[config.mk]
export PLATFORM = sky130hd
export DESIGN_NAME = sdiv_top
export DESIGN_NICKNAME = d
export VERILOG_FILES = /design/src/rtl/sdiv_pkg.sv /design/src/rtl/sdiv_restore_core.sv /design/src/rtl/sdiv_sign_fix.sv /design/src/rtl/sdiv_top.sv
export SDC_FILE = /design/constraint.sdc
export NUM_CORES = 1
export LEC_CHECK = 0
export ABC_AREA = 1
export BUFFER_PORTS_ARGS = -buffer_cell sky130_fd_sc_hd__buf_4
export CAP_MARGIN = 20
export CORE_UTILIZATION = 66
export DETAILED_ROUTE_END_ITERATION = 10
export PLACE_DENSITY = 0.87
export SYNTH_ARGS = -nofsm -noshare
export SYNTH_HDL_FRONTEND = slang
export SYNTH_SLANG_ARGS = --single-unit
[constraint.sdc]
create_clock -name clk -period 4.9 [get_ports clk]
set_input_delay 0.98 -clock clk [delete_from_list [all_inputs] [get_ports clk]]
set_output_delay 0.98 -clock clk [all_outputs]
set_load 0.02 [all_outputs]
[src/rtl/sdiv_pkg.sv]
package sdiv_pkg;

    typedef enum logic [1:0] {
        ST_IDLE = 2'd0,
        ST_RUN  = 2'd1,
        ST_FIX  = 2'd2
    } sdiv_state_e;

endpackage

[src/rtl/sdiv_restore_core.sv]
// Bit-serial restoring divider on unsigned magnitudes.
// load: clear the accumulator, take the dividend into the shift register.
// step: shift the pair left, trial-subtract, keep or drop the difference.
module sdiv_restore_core #(
    parameter int W = 32
) (
    input  logic         clk,
    input  logic         rst_n,
    input  logic         load,
    input  logic         step,
    input  logic [W-1:0] dvd_mag,
    input  logic [W-1:0] dvs_mag,
    output logic [W-1:0] rem_mag,
    output logic [W-1:0] quo_mag
);
    logic [W-1:0] acc;
    logic [W-1:0] mq;
    logic [W-1:0] dvs;
    logic [W:0]   shifted;
    logic [W:0]   trial;
    logic         neg;

    always_comb begin
        shifted = {acc, mq[W-1]};
        trial   = shifted - {1'b0, dvs};
        neg     = trial[W];
    end

    always_ff @(posedge clk or negedge rst_n) begin
        if (!rst_n) begin
            acc <= '0;
            mq  <= '0;
            dvs <= '0;
        end else if (load) begin
            acc <= '0;
            mq  <= dvd_mag;
            dvs <= dvs_mag;
        end else if (step) begin
            // a negative trial restores the shifted value, quotient bit 0
            acc <= neg ? shifted[W-1:0] : trial[W-1:0];
            mq  <= {mq[W-2:0], ~neg};
        end
    end

    assign rem_mag = acc;
    assign quo_mag = mq;
endmodule

[src/rtl/sdiv_sign_fix.sv]
// Applies operand signs to the unsigned core results, and overrides them
// for a zero divisor.
module sdiv_sign_fix #(
    parameter int W = 32
) (
    input  logic         dvd_neg,
    input  logic         dvs_neg,
    input  logic         dvs_zero,
    input  logic [W-1:0] dvd_raw,
    input  logic [W-1:0] quo_mag,
    input  logic [W-1:0] rem_mag,
    output logic [W-1:0] quo_out,
    output logic [W-1:0] rem_out
);
    always_comb begin
        if (dvs_zero) begin
            quo_out = '1;
            rem_out = dvd_raw;
        end else begin
            quo_out = (dvd_neg ^ dvs_neg) ? (~quo_mag + 1'b1) : quo_mag;
            rem_out = dvd_neg ? (~rem_mag + 1'b1) : rem_mag;
        end
    end
endmodule

[src/rtl/sdiv_top.sv]
module sdiv_top
    import sdiv_pkg::*;
#(
    parameter int W = 32
) (
    input  logic         clk,
    input  logic         rst_n,
    input  logic         start,
    input  logic [W-1:0] dividend,
    input  logic [W-1:0] divisor,
    output logic         busy,
    output logic         done,
    output logic [W-1:0] quotient,
    output logic [W-1:0] remainder,
    output logic         div_zero,
    output logic         overflow
);
    localparam int CW = (W > 2) ? $clog2(W) : 1;
    localparam logic [CW-1:0] LAST = CW'(W - 1);
    localparam logic [W-1:0]  MOST_NEG = {1'b1, {(W-1){1'b0}}};

    sdiv_state_e state, state_nx;

    logic [CW-1:0] step_cnt;
    logic          accept;
    logic          last_step;
    logic [W-1:0]  dvd_mag, dvs_mag;
    logic [W-1:0]  core_rem, core_quo;
    logic [W-1:0]  fix_quo, fix_rem;
    logic          hold_dvd_neg, hold_dvs_neg, hold_zero, hold_ovf;
    logic [W-1:0]  hold_dvd;

    assign accept    = start && (state == ST_IDLE);
    assign last_step = (state == ST_RUN) && (step_cnt == LAST);
    assign dvd_mag   = dividend[W-1] ? (~dividend + 1'b1) : dividend;
    assign dvs_mag   = divisor[W-1]  ? (~divisor + 1'b1)  : divisor;
    assign busy      = (state != ST_IDLE);

    // state register
    always_ff @(posedge clk or negedge rst_n) begin
        if (!rst_n) state <= ST_IDLE;
        else        state <= state_nx;
    end

    // next state
    always_comb begin
        state_nx = state;
        unique case (state)
            ST_IDLE: if (accept)    state_nx = ST_RUN;
            ST_RUN:  if (last_step) state_nx = ST_FIX;
            ST_FIX:                 state_nx = ST_IDLE;
            default:                state_nx = ST_IDLE;
        endcase
    end

    // step counter and captured operand attributes
    always_ff @(posedge clk or negedge rst_n) begin
        if (!rst_n) begin
            step_cnt     <= '0;
            hold_dvd_neg <= 1'b0;
            hold_dvs_neg <= 1'b0;
            hold_zero    <= 1'b0;
            hold_ovf     <= 1'b0;
            hold_dvd     <= '0;
        end else if (accept) begin
            step_cnt     <= '0;
            hold_dvd_neg <= dividend[W-1];
            hold_dvs_neg <= divisor[W-1];
            hold_zero    <= (divisor == '0);
            hold_ovf     <= (dividend == MOST_NEG) && (divisor == '1);
            hold_dvd     <= dividend;
        end else if (state == ST_RUN) begin
            step_cnt     <= step_cnt + 1'b1;
        end
    end

    // outputs
    always_ff @(posedge clk or negedge rst_n) begin
        if (!rst_n) begin
            done      <= 1'b0;
            quotient  <= '0;
            remainder <= '0;
            div_zero  <= 1'b0;
            overflow  <= 1'b0;
        end else begin
            done <= (state == ST_FIX);
            if (state == ST_FIX) begin
                quotient  <= fix_quo;
                remainder <= fix_rem;
                div_zero  <= hold_zero;
                overflow  <= hold_ovf;
            end
        end
    end

    sdiv_restore_core #(.W(W)) u_core (
        .clk     (clk),
        .rst_n   (rst_n),
        .load    (accept),
        .step    (state == ST_RUN),
        .dvd_mag (dvd_mag),
        .dvs_mag (dvs_mag),
        .rem_mag (core_rem),
        .quo_mag (core_quo)
    );

    sdiv_sign_fix #(.W(W)) u_fix (
        .dvd_neg  (hold_dvd_neg),
        .dvs_neg  (hold_dvs_neg),
        .dvs_zero (hold_zero),
        .dvd_raw  (hold_dvd),
        .quo_mag  (core_quo),
        .rem_mag  (core_rem),
        .quo_out  (fix_quo),
        .rem_out  (fix_rem)
    );
endmodule

==> results of run 1 <==
==> power by group <==
| part | leakage (nW) | total (mW) | switching [mW] | internal, mW |
|---|---|---|---|---|
| logic | 5.87 | 7.24 | 4.87 | 2.37 |
| clock network | 0.391 | 1.87 | 0.745 | 1.13 |
| registers | 2.34 | 2.96 | 0.651 | 2.31 |
==> synthesized netlist by cell type (3+ instances only) <==
| cell type | n |
|---|---|
| sky130_fd_sc_hd__nand2_1 | 723 |
| sky130_fd_sc_hd__inv_1 | 324 |
| sky130_fd_sc_hd__nand3_1 | 213 |
| sky130_fd_sc_hd__dfrtp_1 | 205 |
| sky130_fd_sc_hd__nor2_1 | 201 |
| sky130_fd_sc_hd__o21ai_0 | 145 |
| sky130_fd_sc_hd__a21oi_1 | 71 |
| sky130_fd_sc_hd__ha_1 | 39 |
| sky130_fd_sc_hd__clkbuf_1 | 38 |
| sky130_fd_sc_hd__nand4_1 | 34 |
| sky130_fd_sc_hd__o211ai_1 | 34 |
| sky130_fd_sc_hd__xor2_1 | 34 |
| sky130_fd_sc_hd__buf_2 | 27 |
| sky130_fd_sc_hd__nor3_1 | 22 |
| sky130_fd_sc_hd__nand3b_1 | 20 |
| sky130_fd_sc_hd__a31oi_1 | 14 |
| sky130_fd_sc_hd__o22ai_1 | 12 |
| sky130_fd_sc_hd__nand2_2 | 9 |
| sky130_fd_sc_hd__xnor2_1 | 9 |
| sky130_fd_sc_hd__buf_1 | 8 |
| sky130_fd_sc_hd__nand2_4 | 6 |
| sky130_fd_sc_hd__nor4_1 | 6 |
| sky130_fd_sc_hd__o221ai_1 | 6 |
| sky130_fd_sc_hd__nor3_2 | 5 |
| sky130_fd_sc_hd__o21bai_1 | 5 |
| sky130_fd_sc_hd__or2_2 | 5 |
| sky130_fd_sc_hd__nor2_2 | 4 |
| sky130_fd_sc_hd__o21a_1 | 4 |
| sky130_fd_sc_hd__o311ai_0 | 4 |
| sky130_fd_sc_hd__and3_1 | 3 |
==> sequential cells by signal, indices dropped and copies added, names as in the netlist <==
register,cells
quotient,32
remainder,32
u_core.dvs,32
u_core.quo_mag,32
u_core.rem_mag,32
hold_dvd,31
step_cnt,5
state,2
div_zero,1
done,1
hold_dvd_neg,1
hold_dvs_neg,1
hold_ovf,1
hold_zero,1
overflow,1
==> per-layer routing <==
layer,up-vias,wire length (microns),global-route usage [%]
met1,7501,19280,60.21
met4,0,1882,13.70
met2,1157,21530,66.71
met5,-,0,0
met3,180,5763,7.259
li1,7459,-,-
==> worst max-delay path, cell delays in order, from the launching register on <==
cell and delay [ns]:
sky130_fd_sc_hd__dfrtp_1 0.99, sky130_fd_sc_hd__inv_1 0.55, sky130_fd_sc_hd__nand2_1 0.16, sky130_fd_sc_hd__nand2_1 0.06
sky130_fd_sc_hd__buf_4 0.22, sky130_fd_sc_hd__clkinv_1 0.08, sky130_fd_sc_hd__buf_4 0.33, sky130_fd_sc_hd__nand2_1 0.13
sky130_fd_sc_hd__o21ai_0 0.13, sky130_fd_sc_hd__o21ai_0 0.11, sky130_fd_sc_hd__a21oi_1 0.14, sky130_fd_sc_hd__o21bai_1 0.12
sky130_fd_sc_hd__inv_1 0.06
==> cell type report <==
| type | instances | area share (%) |
|---|---|---|
| sequential | 205 | 30.63 |
| timing repair buffer | 150 | 7.075 |
| clock inverter | 12 | 1.031 |
| tap | 280 | 2.092 |
| inverter | 327 | 7.337 |
| clock buffer | 30 | 3.773 |
| multi-input combinational | 1651 | 48.06 |
==> placed cells by master, fill, tap and decap left out, drive strengths merged, types with 12 or more instances in the layout <==
cell and n:
a21oi 73, a31oi 14, buf 149, clkbuf 31, dfrtp 205, ha 39, inv 326, nand2 738
nand3 215, nand3b 20, nand4 34, nor2 207, nor3 27, o211ai 34, o21ai 147, o22ai 12
xor2 34
==> kinds of logic (layout without fill, tap and decap cells) <==
family          after synthesis  count (layout)  share of synthesized area, %
compound gates              310             310                         12.09
xor+xnor                     43              43                         2.559
fa+ha+maj                    40              40                         3.452
buf+inv                     402             519                         10.58
flops                       205             205                         34.86
simple gates               1258            1258                         36.46
==> final timing paths <==
kind,start,end,slack (ns),cells past startpoint
max in group asynchronous,rst_n,u_core.dvs[12],3.42,2
worst max register to register,hold_dvd_neg,quotient[12],1.68,12
worst min register to register,hold_dvd[7],hold_dvd[7],0.48,2
worst max-delay path,hold_dvd_neg,quotient[12],1.68,12
worst min-delay path,rst_n,u_core.rem_mag[5],0.44,1
min in group clk,hold_dvd[7],hold_dvd[7],0.48,2
==> results.txt, run 1 <==
Between clock sinks in the finished design, the worst skew comes to 0.01296 ns. The worst setup timing slack at the placement stage is around 1.9 ns. The largest total area in the synthesized netlist belongs to sky130_fd_sc_hd__dfrtp_1. The global-route wire length before repair is around 76000 microns. The worst hold margin is 0.4422 ns. The latest clock arrival within the worst-skew pair is roughly 0.52 ns. The fraction of layout cells with a size suffix above 1 is 9.726%. The detailed router finished its first iteration with between 2000 and 2500 violations. The post-detailed-route DRC marker count came out at 0.

The number of buffers created by CTS came out at 23. The overall die area is 22900 sq um. In this run, post-CTS repair resized a total of 0 instances. For the worst setup path, the data arrival time is 3.63 ns. The number of failing hold endpoints at the final stage came out at 0. The layout has 1690 filler cells. between 100 and 150 I/O pins were placed. The total power density per cell area is 720.8 nW/um^2. The synthesized netlist occupies a cell area of 14720 sq um.

The flow ran to the end, and the final reports show no timing, DRC or antenna violations. The maximum ir drop on the vdd rail is 383.0 uV. The detail-routed via count per cell came out at 6.138. For this block, the routed nets add up to 48450 microns of wire. The leakage power summed over all cells came out at 8.599 nW. The total of endpoints with negative setup slack in the final report came out at 0. In the synthesized netlist the async set-or-reset flop fraction comes to 100.0%.

Cells fill 76.74% of the core in the end. Once layout is complete, the cells apart from fillers number 2655. The floorplan die height is 151.3 microns. The distinct cell type count of the synthesized netlist came out at 49.

The half-perimeter wire length of the detailed placement result came out at 35240 microns. The fmax came out at around 0.31 GHz. The total vias in the final route came out at 16300.

The top-area cell type share of the netlist area is between 30% and 40%. In this run the mean area of a mapped cell was about 6.5 sq um. The number of antenna violations at the first check in global routing came out at 0. The area added between synthesis and finish came out at 13.80%. The worst setup path is captured at a flip-flop. Hold repair after CTS inserted 0 buffers. In the synthesized netlist the dominant register cell turns out to be sky130_fd_sc_hd__dfrtp_1. The number of placed instances, taps included, is 2612. The footprint of the flip-flops and latches came out at 5130 sq um.

By area the synthesized netlist is led by sky130_fd_sc_hd__dfrtp_1, sky130_fd_sc_hd__nand2_1, sky130_fd_sc_hd__inv_1. Setup repair after global routing left no endpoint under its margin. The count of flip-flops with a built-in enable after synthesis came out at 0. The starting utilization of the core area is between 60% and 70%.

The floorplan die width is around 150 microns. The class of the most critical setup path is reg2reg. The overall power of the completed layout is 12.07 mW. The via count of the first global-routing pass came out at 14850.

The TritonCTS clock tree is yes. Routability-driven placement finished with a final weighted congestion of 1.018. In the finished design, the share of the clock period the worst path needs comes to 65.63%. The detail route stage leaves a number of antenna-violating nets equal to 0. The worst slew margin relative to its limit is 29.30%.

The pin count of the biggest net entering global routing is 100. The slew at the pin closest to its max-slew limit came out at 1.060 ns. The clock edge transition at the registers on the reported setup and hold paths is 0.07 ns.

The maximum fanout count along the critical path came out at 34. CTS placed an instance of sky130_fd_sc_hd__clkbuf_16 at the clock tree root. CTS built an H-tree with a depth of 1. The sequential cell area fraction in the yosys report is a little over a third.

Summed over all failing endpoints, the final setup total negative slack is 0 ns. The max-cap violation count is 0. The core region is 21820 sq um. The area after detailed placement is between 15000 and 20000 sq um. During placement, the flow inserted port buffers numbering 134. The post-layout worst setup margin came out at 1.684 ns. The total setup buffers inserted after CTS is 0. The count of pins over their slew limit is 0. The count of synthesis-stage warnings from yosys is 0.

The number of optimization iterations in the first detailed-route pass is 7. The synthesized instance count came out at 2258. The overall routing resource usage came out at 42.75%.

The worst setup path is launched from a flip-flop. The shortest clock period the worst path allows after layout came out at about 3.2 ns. STA puts the critical path data required time at 5.31 ns. The number of antenna cells inserted came out at 0. The total overflow reported by the global router came out at 0. After synthesis the netlist holds a flip-flop and latch count of 205. The class of the most critical hold timing path is in2async. The tree built by TritonCTS fans out to 205 sinks. The clock passes through at most 3 buffers.

In the final routed layout, each cell accounts on average for about 18 microns. The row count is 54. The area of the multi-input gates is 8049 sq um. The post-route cell area is 16750 sq um. The total number of nets in the final design came out at 2465. The post-synthesis net count came out at 2365.
No activity file was read; power rests on OpenSTA's default activity.
==> inputs of run 2 (changes only) <==
--- a/config.mk
+++ b/config.mk
@@ -8,9 +8,9 @@
 export ABC_AREA = 1
 export BUFFER_PORTS_ARGS = -buffer_cell sky130_fd_sc_hd__buf_4
 export CAP_MARGIN = 20
-export CORE_UTILIZATION = 66
+export CORE_UTILIZATION = 61
 export DETAILED_ROUTE_END_ITERATION = 10
-export PLACE_DENSITY = 0.87
+export PLACE_DENSITY = 0.82
 export SYNTH_ARGS = -nofsm -noshare
 export SYNTH_HDL_FRONTEND = slang
 export SYNTH_SLANG_ARGS = --single-unit
==> constraint.sdc (replaced) <==
create_clock -name clk -period 3.3 [get_ports clk]
set_input_delay 0.66 -clock clk [delete_from_list [all_inputs] [get_ports clk]]
set_output_delay 0.66 -clock clk [all_outputs]
set_load 0.02 [all_outputs]
==> run 2 against run 1 <==
Register-to-register slack got worse by 1.1 ns. Total power grew 47%. Fmax grew 17%. Sequential power rose by 46%. Count of clock-buffer cells in the layout is 3 lower. First-iteration DRC count down 9.1%. Wire length down 1.5%. Global-route usage decreased by 3.9 points. Core utilization fell by 5.5 points.
==> results.txt, run 2 (synthesis gave the netlist of run 1 again) <==
The flow ran to the end, and the final reports show no timing, DRC or antenna violations. The clock edge transition at the registers on the reported setup and hold paths came out at 0.07 ns (about the same). The post-detailed-route DRC marker count is 0 (unchanged). The post-route cell area is 16760 sq um (+0.10%). The max-cap violation count came out at 0 (unchanged). The internal cell power is 8.513 mW (+47%). The number of H-tree branching levels was 1 (unchanged). The number of top-level pins was 135 (unchanged). The total setup buffers inserted after CTS is 0 (unchanged). The latest clock arrival within the worst-skew pair is 0.52 ns (about the same). The number of optimization iterations in the first detailed-route pass was 7 (unchanged). The shortest clock period the worst path allows after layout came out at 2.743 ns (-0.4734 ns).

The class of the most critical setup path is reg2reg. The total number of nets in the final design came to 2469 (+0.16%). The detail-routed net length per standard cell came out at 17.71 microns (-3.0%). The floorplan die width came out at 157.3 microns (+4.0%). The delay of the slowest critical-path stage is 0.39 ns (-0.60 ns).

The required time reported for the critical path endpoint came out at 3.71 ns (-1.60 ns). The cell that appears most often on the critical path is sky130_fd_sc_hd__nand2_1. The number of I/O port buffers was 134 (unchanged).

The overall power of the completed layout is 17.69 mW (+47%). The final clock period utilization by the worst path is 83.11% (+17 points). The maximum ir drop on the vdd rail is 552.8 uV (+44%).

The fraction of layout cells with a size suffix above 1 was 9.811% (+0.084 points). The detail-routed via count per cell was 5.867 (-4.4%). The count of fill cells added during filler insertion came out at 2016 (+19%). The slew at the pin closest to its max-slew limit came out at 0.9262 ns (-0.1342 ns). Traced cell by cell, the critical path runs through inv_1, ha_1, fa_1, inv_1, nand2_1, nand2_1, nand3_1, nand2_2, nand2_2, nand2_2, nand2_4, nand3_2, nand2_4, nand2_1, nand3_1, nand2_1.

The pin count of the biggest net entering global routing is 72 (-28%). The overall die area came out at 24750 sq um (+8.1%). The data arrival time of the critical path was 3.15 ns (-0.48 ns).

TritonCTS built the clock tree. The standard cell core area is 23540 sq um (+7.9%). The count of antenna-violating nets left after detailed routing is 0 (unchanged). The total power density per cell area is 1055 nW/um^2 (+46%). The wire length reported by the detailed router was 47700 microns (-1.5%). The total of hold buffers inserted after clock tree synthesis came out at 0 (unchanged). The cell count after placement came out at 2656 (+1.7%). The via count of the first global-routing pass is 14580 (-1.8%). The net switching share of the total power was 51.89% (about the same). The floorplan die height came to 157.3 microns (+4.0%). The total buffers and inverters traversed by the critical path is 2 (-3). The number of sinks handled by clock tree synthesis came out at 205 (unchanged). The power spent charging and discharging nets was 9.182 mW (+47%). The proportion of power drawn by the clock network is 14.9% (-0.6 points).

The area after detailed placement came out at 16010 sq um (+0.57%). The total vias in the final route came out at 15810 (-3.0%). The maximum fanout count along the critical path came out at 17 (-50%). The half-perimeter wire length of the detailed placement result was 35950 microns (+2.0%).

The category of the worst setup path launch point is a flip-flop. The number of failing hold endpoints at the final stage is 0 (unchanged). The accumulated negative setup slack was 0 ns (unchanged). The setup slack on the worst flop-to-flop path is 0.56 ns (-1.13 ns). The total overflow reported by the global router is 0 (unchanged).

The overall routing resource usage is 38.89% (-3.9 points). The total of endpoints with negative setup slack in the final report is 0 (unchanged). The global-route wire length before repair came out at 74930 microns (-1.8%).

The class of the most critical hold timing path is in2async. The most common cell after layout, fill and taps aside is sky130_fd_sc_hd__nand2_1. The cell with the largest stage delay on the worst path is sky130_fd_sc_hd__dfrtp_1.

The area added between synthesis and finish is 13.92%. The initial detailed-routing violation count is 1909 (-9.1%). The global placement routability congestion is 0.9741 (-4.3%). The leakage power summed over all cells is 8.582 nW (-0.20%). The post-route clock skew came out at 0.01095 ns (-0.002014 ns).

The fmax is 0.3646 GHz (+17%). The starting utilization of the core area came out at 62.51% (-4.9 points). Leaving out fill and tap cells, the most frequent cells in the layout are sky130_fd_sc_hd__nand2_1, sky130_fd_sc_hd__inv_1, sky130_fd_sc_hd__nand3_1. The number of antenna violations at the first check in global routing is 1 (+1). The number of buffers created by CTS came to 23 (unchanged).

The final instance count without filler cells was 2694 (+1.5%). The proportion of power drawn by flip-flops and latches came out at 24.4% (about the same). The row count came to 56 (+3.7%). The area of the multi-input gates is 8049 sq um (unchanged).

The footprint of the flip-flops and latches is 5130 sq um (unchanged). The combinational fraction of design power came out at 60.8% (+0.8 points). The quantity of gates resized following cts is 0 (unchanged). The count of pins over their slew limit came to 0 (unchanged). Setup repair after global routing left no endpoint under its margin. In this design, the largest share of critical-path delay is due to simple AND/OR/NAND/NOR gates. The worst slew margin relative to its limit came to 38.18% (+8.9 points). The maximum clock path buffer count is 3 (unchanged). The number of antenna cells inserted came out at 0 (unchanged). In this run the clock root is driven by a sky130_fd_sc_hd__clkbuf_16. The worst setup path is captured at a flip-flop.
[run 2: metal layers]
layer / track usage, % / vias to the layer above / share of wire [%]
met1: 55.02 / 7337 / 43
met5: 0 / - / 0
met2: 60.09 / 894 / 44
met4: 12.30 / 0 / 3.3
li1: - / 7448 / -
met3: 7.104 / 126 / 9.9
[run 2: per-stage QoR]
step / util (%) / hold slack [ns] / setup slack, ns
2_1_floorplan: - / 0.3644 / 1.079
3_3_place_gp: 67.99 / 0.4616 / 0.7450
3_5_place_dp: 67.99 / 0.4645 / 0.6147
4_1_cts: 71.21 / 0.1338 / 0.6047
5_1_grt: 71.21 / 0.1572 / 0.3513
6_report: 71.21 / 0.1126 / 0.5574
[run 2: final cells by class]
type | count | share of cell area (%)
clock buffers | 27 | 3.642
clock inverters | 11 | 0.8807
inverters | 327 | 7.329
multi-input cells | 1651 | 48.01
flip-flops and latches | 205 | 30.60
well taps | 319 | 2.381
repair buffers | 154 | 7.157
[run 2: power by group through the flow]
stage	Clock (mW)	Combinational, mW	Sequential, mW
2_1_floorplan	0	7.74	4.03
3_3_place_gp	0	10.1	4.26
3_5_place_dp	0	10.4	4.29
4_1_cts	2.64	10.5	4.27
5_1_grt	2.73	12.0	4.40
6_report	2.63	10.8	4.31
[run 2: final timing paths]
path	startpoint	cells past startpoint	to
worst max-delay path	u_core.quo_mag[31]	16	u_core.rem_mag[18]
worst min-delay path	rst_n	1	u_core.rem_mag[6]
worst max register to register	u_core.quo_mag[31]	16	u_core.rem_mag[18]
worst min register to register	hold_dvd[4]	2	hold_dvd[4]
max in group asynchronous	rst_n	2	u_core.dvs[9]
min in group clk	dividend[5]	3	hold_dvd[5]
[run 2: worst reg2reg max path, cell delays in order (launching register included)]
cell and delay [ns]:
sky130_fd_sc_hd__dfrtp_1 0.39, sky130_fd_sc_hd__inv_1 0.12, sky130_fd_sc_hd__ha_1 0.28, sky130_fd_sc_hd__fa_1 0.30, sky130_fd_sc_hd__inv_1 0.08, sky130_fd_sc_hd__nand2_1 0.09
sky130_fd_sc_hd__nand2_1 0.09, sky130_fd_sc_hd__nand3_1 0.09, sky130_fd_sc_hd__nand2_2 0.09, sky130_fd_sc_hd__nand2_2 0.08, sky130_fd_sc_hd__nand2_2 0.07, sky130_fd_sc_hd__nand2_4 0.10
sky130_fd_sc_hd__nand3_2 0.30, sky130_fd_sc_hd__nand2_4 0.32, sky130_fd_sc_hd__nand2_1 0.09, sky130_fd_sc_hd__nand3_1 0.08, sky130_fd_sc_hd__nand2_1 0.07
